**config.mk**
```make
export PLATFORM = sky130hd
export DESIGN_NAME = popc7_top
export DESIGN_NICKNAME = d
export VERILOG_FILES = /design/src/rtl/popc7_pkg.sv /design/src/rtl/popc7_fa_cell.sv /design/src/rtl/popc7_csa_level.sv /design/src/rtl/popc7_top.sv
export SDC_FILE = /design/constraint.sdc
export NUM_CORES = 1
export LEC_CHECK = 0
export ABC_AREA = 1
export BUFFER_PORTS_ARGS = -buffer_cell sky130_fd_sc_hd__buf_2
export CORE_AREA = 5 5 42 44
export DETAILED_ROUTE_END_ITERATION = 10
export DIE_AREA = 0 0 47 49
export MAX_ROUTING_LAYER = met4
export PLACE_DENSITY = 0.3
export SLEW_MARGIN = 30
export SYNTH_ARGS = -nofsm -noshare
export SYNTH_HDL_FRONTEND = slang
export SYNTH_SLANG_ARGS = --single-unit
```
**constraint.sdc**
```tcl
create_clock -name vclk -period 1.7
set_clock_uncertainty 0.1 [all_clocks]
set_input_delay 0 -clock vclk [all_inputs]
set_output_delay 0 -clock vclk [all_outputs]
set_load 0.005 [all_outputs]
```
**src/rtl/popc7_pkg.sv**
```systemverilog
package popc7_pkg;
   // Width of the vector being counted
   localparam int unsigned IN_W     = 7;
   // Width of the count, enough for 0..IN_W
   localparam int unsigned CNT_W    = $clog2(IN_W + 1);
   // Cells the minimal 3:2 tree needs for seven bits
   localparam int unsigned N_CELLS  = 4;

   // Internal form of one full-adder cell
   typedef enum logic [0:0] {
      FA_MAJORITY = 1'b0,   // carry as majority of three
      FA_PROPAGATE = 1'b1   // carry from generate/propagate pair
   } fa_style_e;

   // Output pair of a single full-adder cell
   typedef struct packed {
      logic carry;
      logic sum;
   } fa_out_t;
endpackage

```
**src/rtl/popc7_fa_cell.sv**
```systemverilog
module popc7_fa_cell
   import popc7_pkg::*;
#(
   parameter fa_style_e STYLE = FA_MAJORITY
) (
   input  logic    a_i,
   input  logic    b_i,
   input  logic    c_i,
   output fa_out_t res_o
);
   logic half_x;

   assign half_x = a_i ^ b_i;

   generate
      if (STYLE == FA_MAJORITY) begin : g_major
         assign res_o.sum   = half_x ^ c_i;
         assign res_o.carry = (a_i & b_i) | (a_i & c_i) | (b_i & c_i);
      end else begin : g_prop
         logic gen_x;
         assign gen_x       = a_i & b_i;
         assign res_o.sum   = half_x ^ c_i;
         assign res_o.carry = gen_x | (half_x & c_i);
      end
   endgenerate

   // every cell adds its three inputs exactly
   always_comb begin
      cell_sum_chk : assert ({res_o.carry, res_o.sum} ==
                             2'(a_i) + 2'(b_i) + 2'(c_i))
         else $error("full-adder cell result wrong");
   end
endmodule

```
**src/rtl/popc7_csa_level.sv**
```systemverilog
module popc7_csa_level
   import popc7_pkg::*;
#(
   parameter int unsigned N_FA  = 2,
   parameter fa_style_e   STYLE = FA_MAJORITY
) (
   input  logic [3*N_FA-1:0] bits_i,
   output logic [N_FA-1:0]   sum_o,
   output logic [N_FA-1:0]   carry_o
);
   localparam int unsigned IN_BITS = 3 * N_FA;

   generate
      if (N_FA < 1) begin : g_bad_cnt
         $error("csa level needs at least one cell");
      end
      for (genvar k = 0; k < N_FA; k++) begin : g_cell
         fa_out_t r;
         popc7_fa_cell #(.STYLE(STYLE)) u_fa (
            .a_i  (bits_i[3*k]),
            .b_i  (bits_i[3*k+1]),
            .c_i  (bits_i[3*k+2]),
            .res_o(r)
         );
         assign sum_o[k]   = r.sum;
         assign carry_o[k] = r.carry;
      end
   endgenerate

   // weight is preserved across the level (sums weigh 1, carries 2)
   always_comb begin
      level_weight_chk : assert (
         $countones(bits_i) ==
         $countones(sum_o) + 2 * $countones(carry_o))
         else $error("csa level lost weight over %0d bits", IN_BITS);
   end
endmodule

```
**src/rtl/popc7_top.sv**
```systemverilog
module popc7_top
   import popc7_pkg::*;
#(
   parameter fa_style_e FA_STYLE = FA_MAJORITY
) (
   input  logic [6:0] din_i,
   output logic [2:0] count_o
);
   localparam int unsigned L1_CELLS = (IN_W - 1) / 3;
   localparam int unsigned L2_CELLS = N_CELLS - L1_CELLS;

   generate
      if (IN_W != 7 || CNT_W != 3) begin : g_bad_w
         $error("tree is laid out for seven inputs and a 3-bit count");
      end
      // two first-level cells plus two finishing cells
      if (L1_CELLS != 2 || L2_CELLS != 2) begin : g_bad_cells
         $error("tree must use exactly four cells");
      end
   endgenerate

   logic [L1_CELLS-1:0] l1_sum;
   logic [L1_CELLS-1:0] l1_carry;
   fa_out_t             low_r;
   fa_out_t             high_r;

   // First level: bits 0..5 in two groups of three
   popc7_csa_level #(.N_FA(L1_CELLS), .STYLE(FA_STYLE)) u_lvl1 (
      .bits_i (din_i[3*L1_CELLS-1:0]),
      .sum_o  (l1_sum),
      .carry_o(l1_carry)
   );

   // Weight-1 column: seventh bit and both first-level sums
   popc7_fa_cell #(.STYLE(FA_STYLE)) u_fa_low (
      .a_i  (din_i[IN_W-1]),
      .b_i  (l1_sum[0]),
      .c_i  (l1_sum[1]),
      .res_o(low_r)
   );

   // Weight-2 column: both first-level carries and the low carry
   popc7_fa_cell #(.STYLE(FA_STYLE)) u_fa_high (
      .a_i  (l1_carry[0]),
      .b_i  (l1_carry[1]),
      .c_i  (low_r.carry),
      .res_o(high_r)
   );

   assign count_o = {high_r.carry, high_r.sum, low_r.sum};

   always_comb begin

      parity_bit_chk : assert (count_o[0] == ^din_i)
         else $error("count bit 0 is not input parity");

      four_plus_chk : assert (count_o[2] == ($countones(din_i) >= 4))
         else $error("count bit 2 disagrees with four-or-more");

      zero_in_chk : assert (din_i != '0 || count_o == 3'd0)
         else $error("zero input gave nonzero count");

      all_ones_chk : assert (din_i != '1 || count_o == 3'd7)
         else $error("all-ones input did not give seven");
   end
endmodule

```
==> impl_results.md, run 1 <==
- Post-route insts no fill: 30
- Mapped Avg Cell Area: 20.02 µm²
- Post-synth top area share: 1.000
- Hold Fails Final Rpt: 0
- Fillers: 173
- Number of antenna diodes: 0
- FFs & Latches: 0
- Grt total ovfl: 0
- Worst Path Class, Setup: input port to primary output
- Starting Density: 0.05714
- Area of the multi-input gates: 82.58 µm²
- Max IR drop VDD: ~0.11 mV
- Critical path peak fanout: 1
- Global-route usage over all layers: 0.02460
- Period Utilization, post-route: 0.9788
- Count of input and output buffers: 10
- Leakage: 0.06983 nW
- Die Ht: 49 µm
- Residual DRC: 0
- Initial antenna violation count: 0
- WL final: about 270 µm
- # rows: 14
- Layout Utilization: 0.1134
- Layout cells sized above 1: 0.7857
- Synth Warn #: 0
- Cell taking the most area after synthesis: fa_1
- DR vias/cell: 2.533
- Cell variety after synth: 1
- Worst slew pin tran: 0.09698 ns
- Vias: 76
- Worst Hold Class: input port to primary output
- Clkbuf count: 0
- Total area of sequential cells: 0 µm²
- Final Max Slew Viols: 0
- Vias in the first global route: 101
- Num ports: 10
- CP Capture Type: primary output
- Final setup vio count: 0
- GPL Wtd Cong: approximately 0.68
- Synthesized net count: 15
- Cts-stage hold buffer count: 0
- Final nets: 27
- Startpoint class of the critical path: input port
- Commonest cells in the netlist: fa_1
- Post-route minimum period: 1.664 ns
- Die area: 2303 µm²
- Max-slew headroom: 0.9352
- Antenna-violating nets left: 0
- Fmax: 0.6010 GHz
- Count leader, synth: fa_1
- RSZ-0062 raised after global routing: true
- Placed cells: 30
- Status: complete, no violations
- CP Data Required Time: between 1.5 and 2 ns
- Largest net degree at the start of global routing: 2
- Chip Width: 47 µm
- Synthesized cell area: roughly 80 µm²
- Sequential fraction of the synthesis area: 0
- DRT iter0 DRCs: 0
- Top post-synthesis cells by area: fa_1
- Post-Syn Instances: 4
- Area of the core: 1401 µm²
- Max_cap viols: 0
- Critical path data arrival time: 1.56 ns
- Area Overhead vs Synth: 98.44%
- First-pass GRT wire length: 420 µm
- DR pass1 iterations: 1
- WL per Instance: 9.100 µm
- PD cells: about 410 nW/µm²
final timing paths:
kind                     start  cells past startpoint          to
worst max-delay path  din_i[2]                      5  count_o[1]
worst min-delay path  din_i[6]                      3  count_o[0]
logic make-up (layout without fill, tap and decap cells):
family	count (synthesis)	in the layout	share of synthesized area
adder cells (fa/ha/maj)	4	4	1.000
buffers and inverters	0	10	0
per-layer routing:
layer | part of all wire | up-vias | global-route usage
met4 | 0 | 0 | 0
met2 | 0.41 | 10 | 0.03846
met1 | 0.51 | 34 | 0.03540
met3 | 0.084 | 0 | 0.003690
li1 | - | 32 | -
met5 | 0 | - | -
placed cells by master (no fill, tap or decap):
master / instances
fa_1: 3
fa_2: 1
buf_2: 9
buf_6: 1
metrics by stage:
stage	power [mW]	setup slack [ns]	TNS (ns)	hold WS [ns]	area, µm²
CTS	0.06854	0.01581	0	0.3004	158.9
detailed placement	0.06549	-0.05479	-0.05479	0.2625	150.1
global route	0.07494	-0.01400	-0.01400	0.3142	158.9
global placement	0.06150	-0.01732	-0.01732	0.2661	150.1
floorplan	0.02979	0.2060	0	0.05850	80.08
finish	0.06515	0.03611	0	0.2985	158.9
area by class of cell:
cell class	instances	share of cell area
timing repair buffer	10	0.3543
tap	16	0.1260
multi-input combinational	4	0.5197
power by group:
| part | leakage [nW] | internal [mW] | switching [mW] |
|---|---|---|---|
| sequential | 0 | 0 | 0 |
| clock | 0 | 0 | 0 |
| combinational | 0.0698 | 0.0347 | 0.0304 |
critical path, cell delays in order:
cell and delay (ns):
buf_6 0.09, fa_1 0.50, fa_2 0.37, fa_1 0.49, buf_2 0.12
timing repair:
action	in CTS	in global routing
pin swaps	1	0
resized for setup	2	0
setup buffers	0	0
setup endpoints to repair	1	1
(Power assumes the default switching activity.)
==> run 2, diff against run 1 <==
==> constraint.sdc (replaced) <==
create_clock -name vclk -period 2
set_clock_uncertainty 0.1 [all_clocks]
set_input_delay 0 -clock vclk [all_inputs]
set_output_delay 0 -clock vclk [all_outputs]
set_load 0.005 [all_outputs]
==> run 2 against run 1 <==
Net effect: hold slack worse by 0.042 ns; via count decreased by 2.6%; flip-flop and latch count unchanged; die area unchanged; worst setup slack better by 0.23 ns; design area is 5.5% lower; combinational power is 19% lower; power is 19% lower; sequential share of layout area unchanged; largest cell class unchanged.
==> impl_results.md, run 2 (synthesis gave the netlist of run 1 again) <==
- Area Overhead vs Synth: 87.50%
- Largest stage delay, worst path: 0.49 ns
- Largest net degree at the start of global routing: 2
- WL final: ~260 µm
- Worst Path Buf+Inv: 2
- Worst hold slack: 0.2561 ns
- Hold Fails Final Rpt: 0
- Starting Density: 0.05714
- Post-route minimum period: 1.733 ns
- # rows: 14
- Top Metal Used: met3
- Period Utilization, post-route: 0.8667
- Max_cap viols: 0
- Critical path data arrival time: 1.63 ns
- Status: complete, no violations
- Most common cell after layout, fill and taps aside: buf_2
- Area of the multi-input gates: 80.08 µm²
- Crit path top cell by count: fa_1
- WL met3: 36 µm
- Postcts setup bufs: 0
- Antenna-violating nets left: 0
- DRT iter0 DRCs: 0
- Setup TNS: 0 ns
- Chip Width: 47 µm
- DRT met1 WL: 134 µm
- RSZ-0062 raised after global routing: false
- Cts-stage hold buffer count: 0
- DP Area: between 150 and 200 µm²
- Post-route insts no fill: 30
- Grt total ovfl: 0
- Fmax: 0.5769 GHz
- PD cells: 353.5 nW/µm²
- Die area: 2303 µm²
- First-pass GRT wire length: 386 µm
- Final Max Slew Viols: 0
- Startpoint class of the critical path: input port
- Die Ht: between 40 and 50 µm
- Final setup vio count: 0
- Placed cells: 30
- Design area: 150.1 µm²
- Count of input and output buffers: 10
- DR vias/cell: about 2.5
- Fillers: 170
- Most frequent cells in the layout: buf_2, fa_1
- Critical path peak fanout: 1
- CP Data Required Time: 1.90 ns
- Leakage: 0.06854 nW
- Worst Hold Class: input port to primary output
- Total Power: around 0.053 mW
- Global-route usage over all layers: 0.02174
- Max-slew headroom: 0.9345
- Final nets: 27
- GPL Wtd Cong: a little under 0.7
- Initial antenna violation count: 0
- Residual DRC: 0
- Vias in the first global route: 101
- Clkbuf count: 0
- Worst Path Class, Setup: input port to primary output
- Delay-heaviest family, CP: adder cells
- Slowest CP cell: fa_1
- FFs & Latches: 0
- Met2 wire length: 92 µm
- Area of the core: 1401 µm²
- Vias: 74
- Max IR drop VDD: around 0.094 mV
- Worst path cell trace: buf_2, fa_1, fa_1, fa_1, buf_2
- Layout cells sized above 1: 0.7143
- CP Capture Type: primary output
- WL per Instance: 8.767 µm
- Num ports: 10
- Total area of sequential cells: 0 µm²
- Worst slew pin tran: 0.09799 ns
- DR pass1 iterations: 1
- Post-CTS sizing: 0
- Number of antenna diodes: 0
==> run 2: final timing paths <==
kind                     start         end  slack [ns]  depth (start not counted)
worst max-delay path  din_i[0]  count_o[1]        0.27                          5
worst min-delay path  din_i[6]  count_o[0]        0.26                          3
==> run 2: cell type report <==
type	instances	share of cell area
Multi-Input combinational cell	4	0.5333
Tap cell	16	0.1333
Timing Repair Buffer	10	0.3333
==> run 2: power breakdown <==
| part | switching, mW | internal [mW] | total, mW |
|---|---|---|---|
| Clock | 0 | 0 | 0 |
| Sequential | 0 | 0 | 0 |
| Combinational | 0.0254 | 0.0276 | 0.0531 |
| Total | 0.0254 | 0.0276 | 0.0531 |
==> run 2: per-layer routing <==
| metal | global-route usage | up-vias |
|---|---|---|
| li1 | - | 32 |
| met1 | 0.03333 | 32 |
| met2 | 0.03167 | 10 |
| met3 | 0.003690 | 0 |
| met4 | 0 | 0 |
| met5 | - | - |
==> run 2: per-stage QoR <==
stage / util / setup slack [ns]
2_1_floorplan: - / 0.5060
3_3_place_gp: 0.1071 / 0.2730
3_5_place_dp: 0.1071 / 0.2481
4_1_cts: 0.1071 / 0.2481
5_1_grt: 0.1071 / 0.2043
6_report: 0.1071 / 0.2667
==> run 3, diff against run 2 <==
--- a/config.mk
+++ b/config.mk
@@ -11,7 +11,7 @@
 export DETAILED_ROUTE_END_ITERATION = 10
 export DIE_AREA = 0 0 47 49
 export MAX_ROUTING_LAYER = met4
-export PLACE_DENSITY = 0.3
+export PLACE_DENSITY_LB_ADDON = 0.3
 export SLEW_MARGIN = 30
 export SYNTH_ARGS = -nofsm -noshare
 export SYNTH_HDL_FRONTEND = slang
==> run 3 against run 2 <==
Net effect: non-clock buffer count is the same; global-route usage is 0.50 points higher; final cell count unchanged; power increased by 3.0%; die area unchanged; first-iteration DRC count stayed put.
==> impl_results.md, run 3 (synthesis gave the netlist of run 1 again) <==
- Sw Share: 0.4782
- WL per Instance: around 8.9 µm
- Fillers: 170
- Place WS: about 0.25 ns
- Fmax: 0.5771 GHz
- PD cells: 364.3 nW/µm²
- Area of the multi-input gates: ~80 µm²
- DR vias/cell: around 2.7
- P_int: 0.02854 mW
- FFs & Latches: 0
- Most common cell after layout, fill and taps aside: buf_2
- Worst Path Class, Setup: input port to primary output
- PnR worst setup slack: 0.2673 ns
- Max IR drop VDD: 0.06738 mV
- Layout cells sized above 1: 0.7143
- Vias: 80
- WL final: 267 µm
- Clkbuf count: 0
- Critical path peak fanout: 1
- Comb pwr share: 1.000
- Vias in the first global route: 110
- Die area: 2303 µm²
- DP Area: between 150 and 200 µm²
- Power share of the clock group: 0
- Global-route usage over all layers: 0.02677
- Chip Width: 47 µm
- Final setup vio count: 0
- Postcts setup bufs: 0
- Setup TNS: 0 ns
- Final Max Slew Viols: 0
- Status: complete, no violations
- Period Utilization, post-route: 0.8663
- Area of the core: roughly 1400 µm²
- Total area of sequential cells: 0 µm²
- Startpoint class of the critical path: input port
- Design area: 150.1 µm²
- GPL Wtd Cong: 0.6605
- Post-CTS sizing: 0
- # rows: 14
- Worst Hold Class: input port to primary output
- RSZ-0062 raised after global routing: false
- Largest net degree at the start of global routing: 2
- Worst slew pin tran: ~0.098 ns
- Num ports: 10
- Count of input and output buffers: 10
- Number of antenna diodes: 0
- Most frequent cells in the layout: buf_2, fa_1
- Worst hold slack: 0.2818 ns
- Cts-stage hold buffer count: 0
- Post-route minimum period: 1.733 ns
- Leakage: 0.06854 nW
- First-pass GRT wire length: 434 µm
- Critical path data arrival time: 1.63 ns
- Final nets: 27
- CP Data Required Time: 1.90 ns
- Antenna-violating nets left: 0
- Placed cells: 30
- Max_cap viols: 0
- Post-route insts no fill: 30
- Area Overhead vs Synth: 87.50%
- Grt total ovfl: 0
- Die Ht: between 40 and 50 µm
- CP Capture Type: primary output
- DR pass1 iterations: 1
- Starting Density: 0.05714
- Switching pwr: 0.02615 mW
- Max-slew headroom: 0.9344
- Initial antenna violation count: 0
- Hold Fails Final Rpt: 0
- DRT iter0 DRCs: 0
- Residual DRC: 0
- Sequential power share: 0
run 3: cell counts in the layout (fill, tap and decap cells not counted):
Identical to the previous run, type by type.
run 3: critical path: stages:
cell	delay, ns
buf_2	0.11
fa_1	0.49
fa_1	0.41
fa_1	0.50
buf_2	0.12
run 3: area by class of cell:
cell class	count	share of cell area
Tap cell	16	0.1333
Multi-Input combinational cell	4	0.5333
Timing Repair Buffer	10	0.3333
run 3: worst paths after layout:
check | from | to | slack, ns | cells after the start
min | din_i[6] | count_o[0] | 0.28 | 3
max | din_i[0] | count_o[1] | 0.27 | 5
run 3: power groups by stage:
stage	combinational, mW	clock, mW	sequential [mW]
6_report	0.0547	0	0
5_1_grt	0.0656	0	0
4_1_cts	0.0576	0	0
3_5_place_dp	0.0576	0	0
3_3_place_gp	0.0510	0	0
2_1_floorplan	0.0253	0	0
run 3: per-stage QoR:
stage                 util  total power [mW]
floorplan                -           0.02532
global placement    0.1071           0.05095
detailed placement  0.1071           0.05757
CTS                 0.1071           0.05757
global route        0.1071           0.06561
finish              0.1071           0.05469
run 3: layer usage:
layer | vias up | wire length [µm] | GRT usage
met5 | - | 0 | -
met1 | 38 | 138 | 0.04204
met4 | 0 | 0 | 0
met3 | 0 | 23 | 0
met2 | 10 | 106 | 0.04072
li1 | 32 | - | -
